--- config.mk ---
export PLATFORM = sky130hd
export DESIGN_NAME = pmode_ctrl
export DESIGN_NICKNAME = d
export VERILOG_FILES = /design/src/rtl/pmode_pkg.sv /design/src/rtl/pmode_check.sv /design/src/rtl/pmode_state.sv /design/src/rtl/pmode_addr.sv /design/src/rtl/pmode_ctrl.sv
export SDC_FILE = /design/constraint.sdc
export NUM_CORES = 1
export LEC_CHECK = 0
export BUFFER_PORTS_ARGS = -buffer_cell sky130_fd_sc_hd__clkbuf_2
export CAP_MARGIN = 20
export CORE_MARGIN = 2
export CORE_UTILIZATION = 41
export DETAILED_ROUTE_END_ITERATION = 6
export HOLD_SLACK_MARGIN = 0.08
export MAX_ROUTING_LAYER = met4
export PLACE_DENSITY = 0.81
export SLEW_MARGIN = 5
export SYNTH_ARGS = -nofsm -noshare
export SYNTH_HDL_FRONTEND = slang
export SYNTH_SLANG_ARGS = --single-unit
--- constraint.sdc ---
create_clock -name clk -period 2.5 [get_ports clk]
set_input_delay 0.25 -clock clk [delete_from_list [all_inputs] [get_ports clk]]
set_output_delay 0.25 -clock clk [all_outputs]
set_load 0.01 [all_outputs]
--- src/rtl/pmode_pkg.sv ---
package pmode_pkg;

  typedef enum logic [1:0] {
    PM_ABS   = 2'b00,
    PM_APP_M = 2'b10,
    PM_APP_S = 2'b11
  } pmode_e;

  typedef struct packed {
    logic valid;
    logic priv;
    logic inh;
    logic xfer;
    logic appended;
    logic tgt_master;
  } instr_t;

endpackage

--- src/rtl/pmode_check.sv ---
module pmode_check
  import pmode_pkg::*;
(
  input  pmode_e mode,
  input  instr_t ins,
  output logic   illegal,
  output logic   grant,
  output logic   inh_take
);
  logic slave;
  logic forbidden;

  always_comb begin
    slave     = (mode == PM_APP_S);
    forbidden = slave && (ins.priv || ins.inh);
    illegal   = ins.valid && forbidden;
    grant     = ins.valid && !forbidden;
    inh_take  = grant;
  end
endmodule

--- src/rtl/pmode_state.sv ---
module pmode_state
  import pmode_pkg::*;
(
  input  logic   clk,
  input  logic   rst,
  input  instr_t ins,
  input  logic   event_hit,
  input  logic   illegal,
  input  logic   inh_take,
  output pmode_e mode_q,
  output logic   inh_q
);
  pmode_e mode_d;
  logic   exit_req;

  always_comb begin
    exit_req = ins.valid && ins.xfer && ins.appended;
    mode_d   = mode_q;
    if (event_hit || illegal) begin
      mode_d = PM_ABS;
    end else begin
      case (mode_q)
        PM_ABS:   mode_d = exit_req ? (ins.tgt_master ? PM_APP_M : PM_APP_S) : PM_ABS;
        PM_APP_M: mode_d = PM_APP_M;
        PM_APP_S: mode_d = PM_APP_S;
        default:  mode_d = PM_ABS;
      endcase
    end
  end

  always_ff @(posedge clk) begin
    if (rst) begin
      mode_q <= PM_ABS;
      inh_q  <= 1'b1;
    end else begin
      mode_q <= mode_d;
      if (inh_take) inh_q <= ins.inh;
    end
  end
endmodule

--- src/rtl/pmode_addr.sv ---
module pmode_addr #(
  parameter int VA_W  = 24,
  parameter int ABS_W = 18
) (
  input  logic            clk,
  input  logic            rst,
  input  logic            wide,
  input  logic [VA_W-1:0] addr_in,
  output logic [VA_W-1:0] addr_q,
  output logic            wide_q
);
  logic [VA_W-1:0] addr_d;

  generate
    if (ABS_W >= VA_W) begin : g_no_clip
      assign addr_d = addr_in;
    end else begin : g_clip
      localparam int HI_W = VA_W - ABS_W;
      assign addr_d = wide ? addr_in : {{HI_W{1'b0}}, addr_in[ABS_W-1:0]};
    end
  endgenerate

  always_ff @(posedge clk) begin
    if (rst) begin
      addr_q <= '0;
      wide_q <= 1'b0;
    end else begin
      addr_q <= addr_d;
      wide_q <= wide;
    end
  end
endmodule

--- src/rtl/pmode_ctrl.sv ---
module pmode_ctrl
  import pmode_pkg::*;
#(
  parameter int VA_W  = 24,
  parameter int ABS_W = 18
) (
  input  logic            clk,
  input  logic            rst,
  input  logic            instr_valid_i,
  input  logic            instr_priv_i,
  input  logic            instr_inh_i,
  input  logic            instr_xfer_i,
  input  logic            instr_appended_i,
  input  logic            tgt_master_i,
  input  logic            fault_in,
  input  logic            intr_in,
  input  logic [VA_W-1:0] addr_i,
  output logic [1:0]      mode_o,
  output logic            illegal_o,
  output logic            commit_o,
  output logic            inh_o,
  output logic            addr_wide_o,
  output logic [VA_W-1:0] addr_o
);
  instr_t ins;
  pmode_e mode_q;
  logic   illegal, grant, inh_take, event_hit;

  assign ins = '{valid: instr_valid_i, priv: instr_priv_i, inh: instr_inh_i,
                 xfer: instr_xfer_i, appended: instr_appended_i,
                 tgt_master: tgt_master_i};
  assign event_hit = fault_in || intr_in;

  pmode_check u_check (
    .mode     (mode_q),
    .ins      (ins),
    .illegal  (illegal),
    .grant    (grant),
    .inh_take (inh_take)
  );

  pmode_state u_state (
    .clk       (clk),
    .rst       (rst),
    .ins       (ins),
    .event_hit (event_hit),
    .illegal   (illegal),
    .inh_take  (inh_take),
    .mode_q    (mode_q),
    .inh_q     (inh_o)
  );

  pmode_addr #(.VA_W(VA_W), .ABS_W(ABS_W)) u_addr (
    .clk     (clk),
    .rst     (rst),
    .wide    (mode_q != PM_ABS),
    .addr_in (addr_i),
    .addr_q  (addr_o),
    .wide_q  (addr_wide_o)
  );

  always_ff @(posedge clk) begin
    if (rst) begin
      illegal_o <= 1'b0;
      commit_o  <= 1'b0;
    end else begin
      illegal_o <= illegal;
      commit_o  <= grant;
    end
  end

  assign mode_o = mode_q;
endmodule

# ---- Yosys cells after proc, flatten, opt, wreduce, memory -nomap -nowiden
# Index checks and enable logic that the tools add are counted.
dict set report word_totals {
  regBits 30
  out_inout_bits 30
  elab_cells 26
}
dict set report op_classes {
  n_eq_ne 2
  muxes 3
  n_bitwise 1
  reduce_logical 13
}
# cell count
set ops {}
lappend ops {{$pmux 2 s3} 1}
lappend ops {{$logic_and 1x1->1} 5}
lappend ops {{$eq 2x2->1 const B} 2}
lappend ops {{$reduce_or 2->1} 2}
lappend ops {{$logic_or 1x1->1} 3}
lappend ops {{$logic_not 2->1} 1}
lappend ops {{$mux 2} 1}
lappend ops {{$reduce_bool 2->1} 1}
lappend ops {{$logic_not 1->1} 1}
lappend ops {{$mux 1} 1}
lappend ops {{$not 1->1} 1}

# ---- Depth between registers and ports, before layout
# Gate-level depths: netlist of run 1.
dict set report depth {
  word_depth 5
  mapped_depth 3
  ltp_nobuf 3
}

# ---- By module
# Synthesis of run 1 repeated with hierarchy kept, for this count alone.
dict set report unflattened {
  hier_cells 74
  hier_area_um2 904.6
}
# module cells_per_inst seq_area_each_um2 n_inst area_per_inst_um2
set modules_own_cells {}
lappend modules_own_cells {pmode_addr 52 500.5 1 684.4}
lappend modules_own_cells {pmode_state 11 60.1 1 121.4}
lappend modules_own_cells {pmode_ctrl 6 40.0 1 65.1}
lappend modules_own_cells {pmode_check 5 0.0 1 33.8}

# ---- Worst setup path after synthesis of run 1
# No wires, ideal clock.
dict set report synth_timing {
  path_type {register -> register}
  startpoint {reg u_state.mode_q[0]}
  endpoint {reg u_state.mode_q[1]}
  slack_ns 1.416
  t_required_ns 2.430
  arrival_time_ns 1.014
  path_stages_with_launch 4
  synth_period_minus_slack_ns 1.084
  setup_time_ns 0.070
  cell_sequence {dfxtp_1 > o211a_1 > a2111o_1 > a21oi_1}
}
dict set report synth_between {
  elab_chain_cells 5
}
# item line
set synth_lines {}
lappend synth_lines {{start, declared} pmode_state.sv:10} ;# output pmode_e mode_q,
lappend synth_lines {{start signal, assigned} pmode_state.sv:36} ;# mode_q <= mode_d;
lappend synth_lines {{$eq 2x2->1} {pmode_check.sv:14, pmode_state.sv:22}}
lappend synth_lines {{$logic_and 1x1->1} pmode_check.sv:15} ;# forbidden = slave && (ins.priv || ins.inh);
lappend synth_lines {{$logic_and 1x1->1} pmode_check.sv:16} ;# illegal = ins.valid && forbidden;
lappend synth_lines {{$logic_or 1x1->1} pmode_state.sv:19} ;# if (event_hit || illegal) begin
lappend synth_lines {{$reduce_or 2->1 (no line)} n/a}
# Parallel ways exist; a longest one is shown, timed or not.
# A chain may end at the register's enable or synchronous reset.

# ---- Worst setup path in the final report of run 1
# Ends and elaborated chain as after synthesis.

==> results of run 1 <==
## critical path: cells and delay by family (launching register included)
kind	cells	cell delay, ns
compound gates	3	0.73
flops	1	0.36
## flip-flops by register name, summed over array words and instances, names as in the netlist
register	cells
u_addr.addr_q	24
u_state.mode_q	2
u_addr.wide_q	1
commit_o	1
u_state.inh_q	1
illegal_o	1
## report_power, final
part | switching, mW | internal, mW
logic | 0.0332 | 0.0395
registers | 0.00525 | 0.496
clock network | 0.145 | 0.233
## path summary, 6_finish.rpt
kind,to,start,slack [ns]
worst max-delay path,u_state.mode_q[1]$_SDFF_PP0_,u_state.mode_q[0]$_SDFF_PP0_,1.35
worst min-delay path,u_addr.addr_q[10]$_SDFF_PP0_,addr_i[10],0.15
worst max register to register,u_state.mode_q[1]$_SDFF_PP0_,u_state.mode_q[0]$_SDFF_PP0_,1.35
worst min register to register,u_state.inh_q$_SDFFE_PP1P_,u_state.inh_q$_SDFFE_PP1P_,0.52
## cell families (layout without fill, tap and decap cells)
group | count (synthesis) | in the layout | synth area share
flip-flops | 30 | 30 | 0.697
AND/OR/NAND/NOR | 31 | 31 | 0.225
buffers and inverters | 4 | 72 | 0.0174
AO/OA/AOI/OAI | 7 | 7 | 0.0610
## cell usage in the layout (no fill, tap or decap), drive strengths merged
cell,count
a2111o,1
a21oi,3
a311oi,1
and2,6
bufinv,1
clkbuf,69
dfxtp,30
inv,2
nand2,1
nand4b,1
nor2,2
nor2b,18
nor3,1
nor3b,1
o211a,1
o21bai,1
or3,1
## metal layers
layer	routed length, um	global-route usage
met2	849	0.267
met3	143	0.0636
met4	8	0.0417
met5	0	-
met1	718	0.163
## cell type report
cell class	instances	area [um^2]
clock buffers	6	51.3
clock inverters	1	30.0
fillers	171	697
inverters	2	7.51
multi-input cells	38	246
flip-flops and latches	30	601
well taps	27	33.8
repair buffers	63	315
==> summary.txt, run 1 <==
Status
  – Status: finished, final reports clean

Clock network
  – Maximum clock insertion buffer count: 2
  – CTS sink count: 30
  – Hold buffer count at cts: 0
  – Resized Gates After CTS: 0
  – CTS H-tree lvls: 2
  – Clock root buffer: clkbuf_4
  – CTS buffer count: 5
  – # Post-CTS Setup Buffers: 0
  – Clock-pin slew on the worst setup and hold paths: 0.09 ns
  – TritonCTS clock tree: done
  – Worst-Skew Late Latency: ~0.30 ns

Job
  – Max-cap violations: 0

Synth
  – Post-synth top area cell: dfxtp_1
  – Top-count cell post-synth: dfxtp_1
  – Post-synthesis register bit count: 30
  – Total nets after synthesis: 106
  – Most frequent cells after synthesis: 30 x dfxtp_1, 18 x nor2b_1, 6 x and2_1
  – Synth area leaders: dfxtp_1 70%, nor2b_1 13%, and2_1 4.4%
  – Asr flop ratio synth: 0
  – Synth Area per Inst: 12.0 um^2
  – Post-synthesis sequential area ratio: 0.697
  – EDFF count, synth: 0
  – Synth Cell Area: 862 um^2
  – Cells after synthesis: 72
  – Yosys warnings: 0
  – Unique masters post-synth: 16
  – Top FF cell, synth: dfxtp_1
  – Synth top area share: 0.697

Pwr
  – Power Total: 0.952 mW
  – Peak supply drop: 0.447 mV
  – Pwr per Cell Area: 741 nW/um^2
  – Static Leak: 0.657 nW

Timing
  – Hold_ws: 0.147 ns
  – Final setup fails: 0
  – Tmin final: 1.15 ns
  – Slew @ Worst Pin: 0.430 ns
  – PnR worst setup slack: roughly 1.3 ns
  – Total negative slack: 0 ns
  – Fin. Hold Viols: 0
  – Max Clock Skew: 0.00703 ns
  – Slew margin rel.: 0.713
  – Slew Limit Fails: 0
  – Unrepaired setup endpoints after global routing: no
  – Fmax: 867 MHz
  – Final period utilization: 0.461

Worst hold path
  – Worst hold stages: 2
  – Worst Hold Class: in -> reg

Critical path
  – Slowest Stage Delay on Critical Path: 0.44 ns
  – Crit Path Max Fanout: 6
  – Setup CP Type: reg -> reg
  – CP Data Arrival Time: 1.39 ns
  – CP Capture Type: flop
  – CP startpoint kind: flop
  – WP data required: 2.74 ns
  – Reg2Reg Depth: 3
  – Worst-path cell with the longest stage delay: a2111o_1
  – Crit-path cells: o211a_1 > a2111o_1 > a21oi_1

Detailed routing
  – DRT Wirelength: between 1.5 and 2 mm
  – Routed Antenna Nets: 0
  – Detailed-route DRC error count: 0
  – WL/cell: 10.3 um
  – Initial DRC count: 6
  – First drt pass iteration count: 3
  – Vias after detailed routing: roughly 700
  – Via/cell ratio: 4.26

Cells and area
  – Layout Nets: 174
  – Cell Count, Final, Fillers Out: 167
  – ANT cells: 0
  – Layout cells sized above 1: 0.507
  – Fin util: 0.648
  – Area delta synth->final: 49.1%
  – Final Instance Area: roughly 1300 um^2

GRT
  – Largest net degree at the start of global routing: 24
  – GRT Total Usage: 0.155
  – GRT Residual Overflow: 0
  – Vias in the first global route: 691
  – Initial antenna violation count: 0
  – First-pass GRT wire length: 2.78 mm

Die
  – Initial Util: 0.435
  – Die area: 2490 um^2
  – Site row count: 16
  – IO Pins: 64
  – Die height: 49.9 um
  – Core area: between 1500 and 2000 um^2
  – Chip width: 49.9 um

Place
  – Placed inst area: 1200 um^2
  – PortBufs: 63
  – Setup WS pre-CTS: 1.29 ns
  – Placer Congestion: 0.809
  – DP Cell Count: 160
No activity file was read; power rests on OpenSTA's default activity.
==> run 2, diff against run 1 <==
--- a/config.mk
+++ b/config.mk
@@ -8,11 +8,11 @@
 export BUFFER_PORTS_ARGS = -buffer_cell sky130_fd_sc_hd__clkbuf_2
 export CAP_MARGIN = 20
 export CORE_MARGIN = 2
-export CORE_UTILIZATION = 41
+export CORE_UTILIZATION = 38
 export DETAILED_ROUTE_END_ITERATION = 6
 export HOLD_SLACK_MARGIN = 0.08
 export MAX_ROUTING_LAYER = met4
-export PLACE_DENSITY = 0.81
+export PLACE_DENSITY = 0.76
 export SLEW_MARGIN = 5
 export SYNTH_ARGS = -nofsm -noshare
 export SYNTH_HDL_FRONTEND = slang
==> constraint.sdc (replaced) <==
create_clock -name clk -period 1.11 [get_ports clk]
set_input_delay 0.111 -clock clk [delete_from_list [all_inputs] [get_ports clk]]
set_output_delay 0.111 -clock clk [all_outputs]
set_load 0.01 [all_outputs]
==> run 2 against run 1 <==
Net effect: the run now ends with negative setup slack left; clock power rose by 47%; clock-buffer cell count grew 1; routed wire length is 38% higher; die area grew 7.2%; clock skew increased by 0.0021 ns; sequential share of layout area fell by 9.3 points; total power rose by 100%; worst hold slack lost 0.021 ns; critical path type is now in -> reg; critical endpoint is now u_state.mode_q[0]$_SDFF_PP0_; highest routed layer unchanged.
==> summary.txt, run 2 (synthesis results as in run 1) <==
Place
  – DP Wirelength: 1.33 mm
  – Placed inst area: 1230 um^2
  – PortBufs: 63
  – Placer Congestion: 0.634
  – DP Cell Count: 164

Cells and area
  – Layout Nets: ~210
  – Area delta synth->final: 86.5%
  – Most common cell after layout, fill and taps aside: clkbuf_2
  – Final Instance Area: 1610 um^2
  – Cell Count, Final, Fillers Out: 203
  – Largest regs: u_addr.addr_q x24, u_state.mode_q x2
  – Layout cells sized above 1: 0.446
  – Most frequent cells in the layout: 63 x clkbuf_2, 31 x dlygate4sd3_1, 29 x dfxtp_1, 18 x nor2b_1, 6 x and2_1
  – ANT cells: 0
  – Largest register FFs: 24
  – Fin util: 0.741
  – Largest register by flop count: u_addr.addr_q

Timing
  – Fin. Hold Viols: 0
  – Max Clock Skew: approximately 0.0091 ns
  – Slew margin rel.: 0.844
  – Final setup fails: 1
  – Unrepaired setup endpoints after global routing: yes
  – Slew Limit Fails: 0
  – Fmax: 854 MHz
  – Final period utilization: 1.06
  – Tmin final: approximately 1.2 ns
  – Slew @ Worst Pin: 0.233 ns
  – Hold_ws: 0.126 ns
  – PnR worst setup slack: -0.0614 ns

Critical path
  – Worst-path cell with the longest stage delay: dlygate4sd3_1
  – CP startpoint kind: primary input
  – Setup CP Type: in -> reg
  – Critical path's top delay family: buffers and inverters
  – Reg2Reg Depth: 3
  – CP Capture Type: flop
  – CP Data Arrival Time: 1.41 ns
  – Crit path depth: 5
  – Buf+Inv Stages, Crit Path: 2
  – Slowest Stage Delay on Critical Path: 0.52 ns
  – Crit-path cells: dlygate4sd3_1 > clkbuf_2 > nand4b_1 > or3_1 > a21oi_2
  – WP data required: between 1 and 1.5 ns
  – Crit Path Max Fanout: 2

Clock network
  – Clock root buffer: clkbuf_4
  – Worst-Skew Late Latency: 0.31 ns
  – CTS H-tree lvls: 2
  – Maximum clock insertion buffer count: 2
  – Clock-pin slew on the worst setup and hold paths: ~0.09 ns
  – CTS sink count: 30
  – CTS buffer count: 5
  – TritonCTS clock tree: done

Status
  – Failing checks: negative setup slack
  – Status: finished, violations left

Pwr
  – Internal power: 1.52 mW
  – Peak supply drop: 1.02 mV
  – Pwr per Cell Area: approximately 1200 nW/um^2
  – Power Total: 1.95 mW
  – Combinational power share: 0.136
  – Seq pwr share: 0.579
  – Clk network pwr share: 0.285
  – Static Leak: 0.789 nW
  – Switching part of the total: 0.220
  – NetSw: about 0.43 mW

GRT
  – Largest net degree at the start of global routing: 20
  – First-pass GRT wire length: approximately 3.6 mm
  – GRT Residual Overflow: 0
  – GRT Total Usage: 0.194
  – Initial antenna violation count: 0
  – Vias in the first global route: 850

Detailed routing
  – DRT Wirelength: ~2.4 mm
  – Via/cell ratio: 4.29
  – First drt pass iteration count: 4
  – Detailed-route DRC error count: 0
  – Vias after detailed routing: slightly below 900
  – Routed Antenna Nets: 0
  – Initial DRC count: 16
  – WL/cell: 11.7 um

Die
  – Die height: 51.6 um
  – Chip width: 51.6 um
  – Site row count: 17
  – IO Pins: 64
  – Initial Util: 0.397
  – Core area: approximately 2200 um^2
  – Die area: 2670 um^2

Worst hold path
  – Worst hold stages: 3
  – Worst Hold Class: in -> reg

Job
  – Max-cap violations: 0
run 2: per-stage QoR:
step | setup TNS, ns | setup slack (ns)
after global placement | 0 | 0.0683
after detailed placement | -0.00544 | -0.00544
after global routing | -0.0906 | -0.0829
final | -0.0614 | -0.0614
after CTS | 0 | 0.00761
after floorplan | 0 | 0.0264
run 2: tightest hold or removal path: cells and delay by family:
family	cells	cell delay, ns
buffers and inverters	1	0.12
AO/OA/AOI/OAI	2	0.18
run 2: cell type report:
class | count | area [um^2]
repair buffers | 98 | 656
flip-flops and latches | 30 | 602
fillers | 160 | 562
multi-input cells | 38 | 263
clock buffers | 7 | 45.0
well taps | 28 | 35.0
inverters | 2 | 7.51
run 2: power groups by stage:
stage	Combinational, mW	Clock, mW	Sequential [mW]
floorplan	0.0410	0	1.17
global route	0.287	0.621	1.13
finish	0.265	0.556	1.13
detailed placement	0.169	0	1.15
CTS	0.253	0.579	1.13
global placement	0.165	0	1.15
run 2: worst paths after layout:
path	slack, ns	from	end
max	-0.06	instr_appended_i	u_state.mode_q[0]$_SDFF_PP0_
min	0.13	instr_valid_i	u_state.inh_q$_SDFFE_PP1P_
min reg2reg	0.53	u_state.inh_q$_SDFFE_PP1P_	u_state.inh_q$_SDFFE_PP1P_
max reg2reg	-0.05	u_state.mode_q[0]$_SDFF_PP0_	u_state.mode_q[0]$_SDFF_PP0_
run 2: per-layer routing:
layer | vias up | share of wire | track usage
li1 | 435 | - | -
met1 | 374 | 0.37 | 0.180
met2 | 57 | 0.46 | 0.327
met3 | 5 | 0.15 | 0.121
met4 | 0 | 0.011 | 0.0658
met5 | - | 0 | -
run 2: what timing repair did:
action	CTS	global route
setup buffers	0	1
hold buffers	31	0
hold endpoints to repair	29	0
pin swaps	1	0
endpoints found under the setup margin	2	10
resized for setup	1	4
gates cloned	0	0
